<file path="config.mk">
export PLATFORM = sky130hd
export DESIGN_NAME = pll_lock_detect
export DESIGN_NICKNAME = d
export VERILOG_FILES = /design/src/rtl/pll_lock_detect_pkg.sv /design/src/rtl/pld_rst_sync.sv /design/src/rtl/pld_edge_sync.sv /design/src/rtl/pld_phase_meter.sv /design/src/rtl/pld_lock_eval.sv /design/src/rtl/pll_lock_detect.sv
export SDC_FILE = /design/constraint.sdc
export NUM_CORES = 1
export LEC_CHECK = 0
export BUFFER_PORTS_ARGS = -buffer_cell sky130_fd_sc_hd__buf_4
export CORE_MARGIN = 5
export CORE_UTILIZATION = 51
export DETAILED_ROUTE_END_ITERATION = 12
export PLACE_DENSITY = 0.72
export SLEW_MARGIN = 20
export SYNTH_ARGS = -nofsm -noshare
export SYNTH_HDL_FRONTEND = slang
export SYNTH_SLANG_ARGS = --single-unit
</file>
<file path="constraint.sdc">
create_clock -name clk_i -period 1 [get_ports clk_i]
set_clock_uncertainty 0.15 [all_clocks]
set_input_delay 0.1 -clock clk_i [delete_from_list [all_inputs] [get_ports clk_i]]
set_output_delay 0.1 -clock clk_i [all_outputs]
set_load 0.02 [all_outputs]
</file>
<file path="src/rtl/pll_lock_detect_pkg.sv">
package pll_lock_detect_pkg;
  typedef enum logic [1:0] {
    MS_IDLE     = 2'd0,
    MS_WAIT_FB  = 2'd1,
    MS_WAIT_REF = 2'd2
  } meter_state_e;
endpackage

</file>
<file path="src/rtl/pld_rst_sync.sv">
module pld_rst_sync #(
  parameter int STAGES = 2
) (
  input  logic clk_i,
  input  logic rst_ni,
  output logic rst_sync_no
);
  logic [STAGES-1:0] chain_q;

  always_ff @(posedge clk_i or negedge rst_ni) begin
    if (!rst_ni) chain_q <= '0;
    else         chain_q <= {chain_q[STAGES-2:0], 1'b1};
  end

  assign rst_sync_no = chain_q[STAGES-1];
endmodule

</file>
<file path="src/rtl/pld_edge_sync.sv">
module pld_edge_sync #(
  parameter int CHANNELS = 2,
  parameter int STAGES   = 2
) (
  input  logic                clk_i,
  input  logic                rst_ni,
  input  logic [CHANNELS-1:0] async_i,
  output logic [CHANNELS-1:0] rise_o
);
  for (genvar c = 0; c < CHANNELS; c++) begin : g_chan
    logic [STAGES:0] pipe_q;

    always_ff @(posedge clk_i or negedge rst_ni) begin
      if (!rst_ni) pipe_q <= '0;
      else         pipe_q <= {pipe_q[STAGES-1:0], async_i[c]};
    end

    assign rise_o[c] = pipe_q[STAGES-1] & ~pipe_q[STAGES];
  end
endmodule

</file>
<file path="src/rtl/pld_phase_meter.sv">
module pld_phase_meter
  import pll_lock_detect_pkg::*;
#(
  parameter int TIMEOUT = 16,
  parameter int CW      = $clog2(TIMEOUT + 1)
) (
  input  logic          clk_i,
  input  logic          rst_ni,
  input  logic          clr_i,
  input  logic          ref_rise_i,
  input  logic          fb_rise_i,
  output logic          meas_vld_o,
  output logic [CW-1:0] meas_err_o,
  output logic          meas_miss_o
);
  localparam logic [CW-1:0] CNT_MAX = CW'(TIMEOUT);

  meter_state_e st_q, st_d;
  logic [CW-1:0] cnt_q, cnt_d;
  logic          vld_q, vld_d;
  logic [CW-1:0] err_q, err_d;
  logic          miss_q, miss_d;
  logic          partner, same;

  always_comb begin
    st_d    = st_q;
    cnt_d   = cnt_q;
    vld_d   = 1'b0;
    err_d   = err_q;
    miss_d  = 1'b0;
    partner = (st_q == MS_WAIT_FB) ? fb_rise_i : ref_rise_i;
    same    = (st_q == MS_WAIT_FB) ? ref_rise_i : fb_rise_i;
    if (clr_i) begin
      st_d  = MS_IDLE;
      cnt_d = '0;
    end else begin
      unique case (st_q)
        MS_IDLE: begin
          if (ref_rise_i && fb_rise_i) begin
            vld_d = 1'b1;
            err_d = '0;
          end else if (ref_rise_i) begin
            st_d  = MS_WAIT_FB;
            cnt_d = CW'(1);
          end else if (fb_rise_i) begin
            st_d  = MS_WAIT_REF;
            cnt_d = CW'(1);
          end
        end
        MS_WAIT_FB, MS_WAIT_REF: begin
          if (partner) begin
            vld_d = 1'b1;
            err_d = cnt_q;
            st_d  = MS_IDLE;
            cnt_d = '0;
          end else if (same) begin
            vld_d  = 1'b1;
            miss_d = 1'b1;
            cnt_d  = CW'(1);
          end else if (cnt_q == CNT_MAX) begin
            vld_d  = 1'b1;
            miss_d = 1'b1;
            st_d   = MS_IDLE;
            cnt_d  = '0;
          end else begin
            cnt_d = cnt_q + CW'(1);
          end
        end
        default: begin
          st_d  = MS_IDLE;
          cnt_d = '0;
        end
      endcase
    end
  end

  always_ff @(posedge clk_i or negedge rst_ni) begin
    if (!rst_ni) begin
      st_q   <= MS_IDLE;
      cnt_q  <= '0;
      vld_q  <= 1'b0;
      err_q  <= '0;
      miss_q <= 1'b0;
    end else begin
      st_q   <= st_d;
      cnt_q  <= cnt_d;
      vld_q  <= vld_d;
      err_q  <= err_d;
      miss_q <= miss_d;
    end
  end

  assign meas_vld_o  = vld_q;
  assign meas_err_o  = err_q;
  assign meas_miss_o = miss_q;
endmodule

</file>
<file path="src/rtl/pld_lock_eval.sv">
module pld_lock_eval #(
  parameter int TIGHT_WIN = 2,
  parameter int WIDE_WIN  = 4,
  parameter int LOCK_RUN  = 5,
  parameter int CW        = 5,
  parameter int RW        = $clog2(LOCK_RUN + 1)
) (
  input  logic          clk_i,
  input  logic          rst_ni,
  input  logic          clr_i,
  input  logic          div4_en_i,
  input  logic          meas_vld_i,
  input  logic [CW-1:0] meas_err_i,
  input  logic          meas_miss_i,
  output logic          locked_o,
  output logic          eval_o,
  output logic          good_o,
  output logic          bad_o,
  output logic [RW-1:0] run_o
);
  localparam logic [CW-1:0] TIGHT_C = CW'(TIGHT_WIN);
  localparam logic [CW-1:0] WIDE_C  = CW'(WIDE_WIN);
  localparam logic [RW-1:0] RUN_LAST = RW'(LOCK_RUN - 1);

  logic [1:0]    pre_q, pre_d;
  logic [RW-1:0] run_q, run_d;
  logic          lock_q, lock_d;
  logic          eval, good, bad;

  assign eval = meas_vld_i && (!div4_en_i || pre_q == 2'd0);
  assign good = !meas_miss_i && (meas_err_i < TIGHT_C);
  assign bad  = meas_miss_i || (meas_err_i > WIDE_C);

  always_comb begin
    pre_d  = pre_q;
    run_d  = run_q;
    lock_d = lock_q;
    if (clr_i) begin
      pre_d  = 2'd0;
      run_d  = '0;
      lock_d = 1'b0;
    end else begin
      if (!div4_en_i)      pre_d = 2'd0;
      else if (meas_vld_i) pre_d = pre_q + 2'd1;
      if (eval) begin
        if (!lock_q) begin
          if (!good) begin
            run_d = '0;
          end else if (run_q == RUN_LAST) begin
            run_d  = '0;
            lock_d = 1'b1;
          end else begin
            run_d = run_q + RW'(1);
          end
        end else if (bad) begin
          lock_d = 1'b0;
          run_d  = '0;
        end
      end
    end
  end

  always_ff @(posedge clk_i or negedge rst_ni) begin
    if (!rst_ni) begin
      pre_q  <= 2'd0;
      run_q  <= '0;
      lock_q <= 1'b0;
    end else begin
      pre_q  <= pre_d;
      run_q  <= run_d;
      lock_q <= lock_d;
    end
  end

  assign locked_o = lock_q;
  assign eval_o   = eval;
  assign good_o   = good;
  assign bad_o    = bad;
  assign run_o    = run_q;
endmodule

</file>
<file path="src/rtl/pll_lock_detect.sv">
module pll_lock_detect #(
  parameter int TIGHT_WIN   = 2,
  parameter int WIDE_WIN    = 4,
  parameter int LOCK_RUN    = 5,
  parameter int TIMEOUT     = 16,
  parameter int SYNC_STAGES = 2
) (
  input  logic clk_i,
  input  logic rst_ni,
  input  logic ref_i,
  input  logic fb_i,
  input  logic pwrdn_i,
  input  logic lock_pol_low_i,
  input  logic div4_en_i,
  output logic lock_o
);
  localparam int CW = $clog2(TIMEOUT + 1);
  localparam int RW = $clog2(LOCK_RUN + 1);

  logic          rst_sync_n;
  logic [1:0]    rise;
  logic          meas_vld, meas_miss;
  logic [CW-1:0] meas_err;
  logic          locked, eval, good, bad;
  logic [RW-1:0] run;

  pld_rst_sync #(.STAGES(2)) u_rst (
    .clk_i       (clk_i),
    .rst_ni      (rst_ni),
    .rst_sync_no (rst_sync_n)
  );

  pld_edge_sync #(.CHANNELS(2), .STAGES(SYNC_STAGES)) u_sync (
    .clk_i   (clk_i),
    .rst_ni  (rst_sync_n),
    .async_i ({fb_i, ref_i}),
    .rise_o  (rise)
  );

  pld_phase_meter #(.TIMEOUT(TIMEOUT), .CW(CW)) u_meter (
    .clk_i       (clk_i),
    .rst_ni      (rst_sync_n),
    .clr_i       (pwrdn_i),
    .ref_rise_i  (rise[0]),
    .fb_rise_i   (rise[1]),
    .meas_vld_o  (meas_vld),
    .meas_err_o  (meas_err),
    .meas_miss_o (meas_miss)
  );

  pld_lock_eval #(
    .TIGHT_WIN (TIGHT_WIN),
    .WIDE_WIN  (WIDE_WIN),
    .LOCK_RUN  (LOCK_RUN),
    .CW        (CW),
    .RW        (RW)
  ) u_eval (
    .clk_i       (clk_i),
    .rst_ni      (rst_sync_n),
    .clr_i       (pwrdn_i),
    .div4_en_i   (div4_en_i),
    .meas_vld_i  (meas_vld),
    .meas_err_i  (meas_err),
    .meas_miss_i (meas_miss),
    .locked_o    (locked),
    .eval_o      (eval),
    .good_o      (good),
    .bad_o       (bad),
    .run_o       (run)
  );

  assign lock_o = (locked & ~pwrdn_i) ^ lock_pol_low_i;
endmodule

</file>
# == Word level (Yosys, flattened, before mapping) ==
# Index checks and enable logic that the tools add are counted.
# op_classes
add_sub_neg,3
magnitude_cmp,2
n_eq_ne,12
n_mux,45
n_bitwise,7
n_reduce_logical,16
# ops
op,count
5-bit 2-to-1 mux,9
2-bit 2-to-1 mux,10
5-bit case mux with 2 select lines,2
3-bit 2-to-1 mux,6
1-bit 2-to-1 mux,16
4-bit by 2-bit inequality test with 1-bit output (second input constant),2
4-bit AND reduction,2
3-bit inequality test (second input constant),2
5-bit by 1-bit adder with 5-bit output (second input constant),1
5-bit equality test (second input constant),1
5-bit by 3-bit > comparator with 1-bit output (second input constant),1
5-bit by 2-bit less-than comparator with 1-bit output (second input constant),1
2-bit logical NOT,2
2-bit by 1-bit inequality test with 1-bit output (second input constant),2
4-bit by 3-bit inequality test with 1-bit output (second input constant),1
2-bit case mux with 2 select lines,1
2-bit AND reduction,2
2-bit nonzero test,2
3-bit by 1-bit adder with 3-bit output (second input constant),1
1-bit AND,3
3-bit equality test (second input constant),1
1-bit logical AND,3
3-bit by 2-bit inequality test with 1-bit output (second input constant),1
1-bit NOT,3
8 further kinds,10
# totals
regBits,28
input_bits,7

# == Logic depth before layout (Yosys ltp) ==
# depth
ltp_word,7
mapped_depth,8

# == Cells and area by module ==
# Synthesis repeated with hierarchy kept, for this count alone.
# unflattened
cells_unflattened,139
area_unflattened_um2,1545.2
# by_module_without_submodules
mod,n_inst,cells_each,area_per_inst_um2
pld_phase_meter,1,86,878.3
pld_lock_eval,1,40,405.4
pld_edge_sync,1,8,177.7
pld_rst_sync,1,3,53.8
pll_lock_detect,1,2,30.0

# == Least setup slack after synthesis ==
# OpenSTA, ideal clock, no wires.
# synth_path
path_kind,register to register
from,reg u_meter.cnt_q[0]
to,reg u_meter.st_q[0]
setup_time_ns,0.128
t_arrival_ns,1.612
required_time_ns,0.722
setup_slack_ns,-0.890
path_stages_with_launch,9
synth_period_minus_slack_ns,1.890
path_cell_list,dfrtp_1 -> inv_1 -> ha_1 -> nor4bb_1 -> buf_4 -> a211oi_2 -> a21oi_2 -> o22ai_2 -> mux2_1
# synth_between
elab_chain_cells,3
# synth_lines
element,line_no,source
from (decl),pld_phase_meter.sv:19,"logic [CW-1:0] cnt_q, cnt_d;"
from (signal assigned),pld_phase_meter.sv:86,cnt_q <= cnt_d;
5-bit equality test,pld_phase_meter.sv:60,end else if (cnt_q == CNT_MAX) begin
4-bit by 2-bit inequality test with 1-bit output (no source line),n/a,
4-bit AND reduction (no source line),n/a,
to (signal assigned),pld_phase_meter.sv:85,st_q <= st_d;
to (decl),pld_phase_meter.sv:18,"meter_state_e st_q, st_d;"
# No other way between the ends.
# A chain may end at the register's enable or synchronous reset.

# == Worst setup path in the final report ==
# layout_path
from,reg u_meter.cnt_q[1]
to,reg u_meter.st_q[1]
# The elaborated chain is that of the path after synthesis.

==> metrics.txt <==
drt initial violations=between 40 and 50; Netlist cell types=40; CP top delay family=flip-flops; CTS tree=yes; DRC=0; Post-Place Worst Slack=-0.805 ns; status=complete, but fails checks; CP bufs+invs=1; share of layout cells above drive strength 1=0.482; CP Data Required Time=roughly 1.1 ns; CTS sink count=28; max frequency=529 MHz; synthesized area per cell=roughly 10 um^2; hold_ws=-0.0308 ns; Leak=roughly 1 nW; via count=approximately 1,300; final wirelength=about 3800 um; vias per cell=5.64; warnings from Yosys=0; Num CTS Buffers=3; dominant cell type by area after synthesis=dfrtp_1; worst setup path startpoint=u_meter.cnt_q[1]$_DFFE_PN0P_; Synth Register Bits=28; Finish-stage setup viols=20; clock share of power=0.189; final instance area=roughly 2200 um^2; Worst-Skew Late Latency=0.34 ns; input/output buffers=7; Crit Reg-Reg Endpoint=u_meter.st_q[1]$_DFFE_PN0P_; Sw Pwr=approximately 1.3 mW; post-route minimum period=1.89 ns; Comb power frac=0.463; CP Capture Type=flip-flop; post-synth top area share=0.482; Max stage delay on crit path=0.40 ns; DRT antenna net count=0; antenna cells=0; CTS max path bufs=2; CP max FO=3; synth top area cells=dfrtp_1, ha_1, mux2i_1; initial antenna violation count=0; Tightest Hold Check Type=input pin to flip-flop; vias in the first global route=approximately 1,400; Post-DP HPWL=roughly 2300 um; final layout net count=between 200 and 250; hold_sp=pwrdn_i; Post-synth top cells=dfrtp_1, inv_1, nand2_1; Switching Share=0.335; H-Tree Depth=1; Final Max Slew Viols=0; end of the critical path=u_meter.st_q[1]$_DFFE_PN0P_; Die X=63.4 um; GP Congestion=approximately 0.9; Pwr Total=just under 4 mW; failing checks=hold timing, setup timing; Synth Cell Area=approximately 1500 um^2; prevailing post-synth register cell=dfrtp_1; critical path arrival=1.97 ns; CP cell instances=inv_1 -> ha_2 -> nor4bb_4 -> a211oi_2 -> a21oi_2 -> o22ai_2 -> mux2_1; Mapped Nets=159; placed standard-cell area=1870 um^2; die area=around 4000 um^2; period utilization=1.89; Overall Global Routing Usage=0.187; Seq/Total Area, Yosys=0.482; starting density of the core=0.531; drt pass-1 iters=4; maxcap violations=0; largest net degree at the start of global routing=27; Die Span Y=~63 um; type of origin of the critical path=flip-flop; Area growth syn-to-layout=54.4%; worst reg2reg path startpoint=u_meter.cnt_q[1]$_DFFE_PN0P_; count of cells along the worst register-to-register path=7; CTS clk-pin slew, worst paths=0.15 ns; reg2reg setup slack=-0.89 ns; # rows=19; CTS root buffer=clkbuf_4; top-count cell post-synth=dfrtp_1; RSZ-0062 raised after global routing=true; Post-synth EDFFs=0; FILL cells=170; DR WL/cell=between 15 and 20 um; IO Pins=8; final setup margin=-0.889 ns; Async S/R FF share, synth=1.00; Crit Path Category=flip-flop to flip-flop; final hold violations=1; critical path depth in cells=7; part of the power in registers=0.348; CTS Hold Bufs=5; first-pass GRT wire length=between 5000 and 6000 um; core area=approximately 2700 um^2; worst vdd ir=0.00161 V; Power Density=~1800 nW/um^2; remaining global-route overflow=0; Pint=2.62 mW; slowest stage cell, crit path=dfrtp_1; cell count after synthesis=approximately 140
-- stage by stage --
step	setup TNS [ns]	std cells	hold WS [ns]	util
floorplan	-9.89	144	-0.346	-
global placement	-11.14	211	-0.269	0.686
detailed placement	-11.73	211	-0.266	0.686
CTS	-12.26	223	-0.0548	0.765
global route	-14.64	230	-0.0350	0.821
finish	-12.96	230	-0.0308	0.821
-- cell type report --
| class | count | area [um^2] | area share |
|---|---|---|---|
| Timing Repair Buffer | 53 | 464 | 0.207 |
| Clock buffer | 3 | 22.5 | 0.0100 |
| Tap cell | 31 | 38.8 | 0.0173 |
| Clock inverter | 1 | 30.0 | 0.0134 |
| Sequential cell | 28 | 702 | 0.313 |
| Multi-Input combinational cell | 100 | 933 | 0.416 |
| Inverter | 14 | 52.6 | 0.0234 |
-- layer usage --
| metal | track usage | vias up | part of all wire |
|---|---|---|---|
| met5 | 0 | - | 0 |
| met4 | 0.0831 | 0 | 0.029 |
| met3 | 0.0266 | 15 | 0.038 |
| met2 | 0.352 | 36 | 0.55 |
| met1 | 0.204 | 652 | 0.38 |
| li1 | - | 595 | - |
-- placed cells by master, fill, tap and decap left out, types with 3 or more instances in the layout --
| cell type | n |
|---|---|
| a21oi_1 | 4 |
| a21oi_2 | 3 |
| buf_4 | 37 |
| buf_6 | 9 |
| clkbuf_4 | 3 |
| dfrtp_1 | 27 |
| dlygate4sd3_1 | 5 |
| ha_1 | 3 |
| ha_4 | 3 |
| inv_1 | 11 |
| inv_2 | 3 |
| mux2i_1 | 5 |
| nand2_1 | 12 |
| nand2b_1 | 5 |
| nand2b_4 | 3 |
| nor2_1 | 8 |
| nor2_4 | 4 |
| o21ai_1 | 6 |
| o21ai_2 | 4 |
-- state kept, by name, indices dropped and copies added, names as in the netlist --
register              flops
u_meter.meas_err_o        5
u_meter.st_q              2
u_eval.pre_q              2
u_rst.chain_q             2
u_meter.meas_miss_o       1
u_eval.run_o              3
u_sync.g_chan.pipe_q      6
u_meter.meas_vld_o        1
u_eval.locked_o           1
u_meter.cnt_q             5
-- worst min path at each step --
stage,end,slack [ns],depth (start not counted)
final,u_meter.cnt_q[0]$_DFFE_PN0P_,-0.03,3
after global routing,u_meter.cnt_q[0]$_DFFE_PN0P_,-0.04,3
after CTS,u_meter.cnt_q[0]$_DFFE_PN0P_,-0.05,3
after detailed placement,u_rst.chain_q[0]$_DFF_PN0_,-0.27,1
after global placement,u_rst.chain_q[0]$_DFF_PN0_,-0.27,1
after floorplan,u_rst.chain_q[0]$_DFF_PN0_,-0.35,0
-- cell families (layout without fill, tap and decap cells) --
kind of cell / after synthesis / after routing / share of synthesized area
and+or+nand+nor: 47 / 47 / 0.168
AOI/OAI and AO/OA: 31 / 31 / 0.142
DFF: 28 / 28 / 0.482
buffers and inverters: 16 / 71 / 0.0439
adders and majority gates: 8 / 8 / 0.0689
muxes: 8 / 8 / 0.0568
xor gates and xnor gates: 5 / 5 / 0.0353
other: 1 / 1 / 0.00258
-- what timing repair did --
item,4_1_cts,5_1_grt
pin swaps,14,15
endpoints found under the setup margin,20,21
hold endpoints to repair,7,1
resized for setup,26,20
buffers inserted,4,9
-- power groups by stage --
stage / registers [mW] / clock network, mW / logic (mW)
after floorplan: 1.39 / 0 / 0.869
after global placement: 1.37 / 0 / 1.33
after detailed placement: 1.37 / 0 / 1.37
after CTS: 1.36 / 0.745 / 1.51
after global routing: 1.39 / 0.803 / 1.99
final: 1.37 / 0.744 / 1.83
-- worst min-delay path: stages --
cell and delay [ns]:
buf_4 0.13, buf_4 0.13, o41ai_1 0.08
Note: power is estimated with default switching activity, not from simulation.
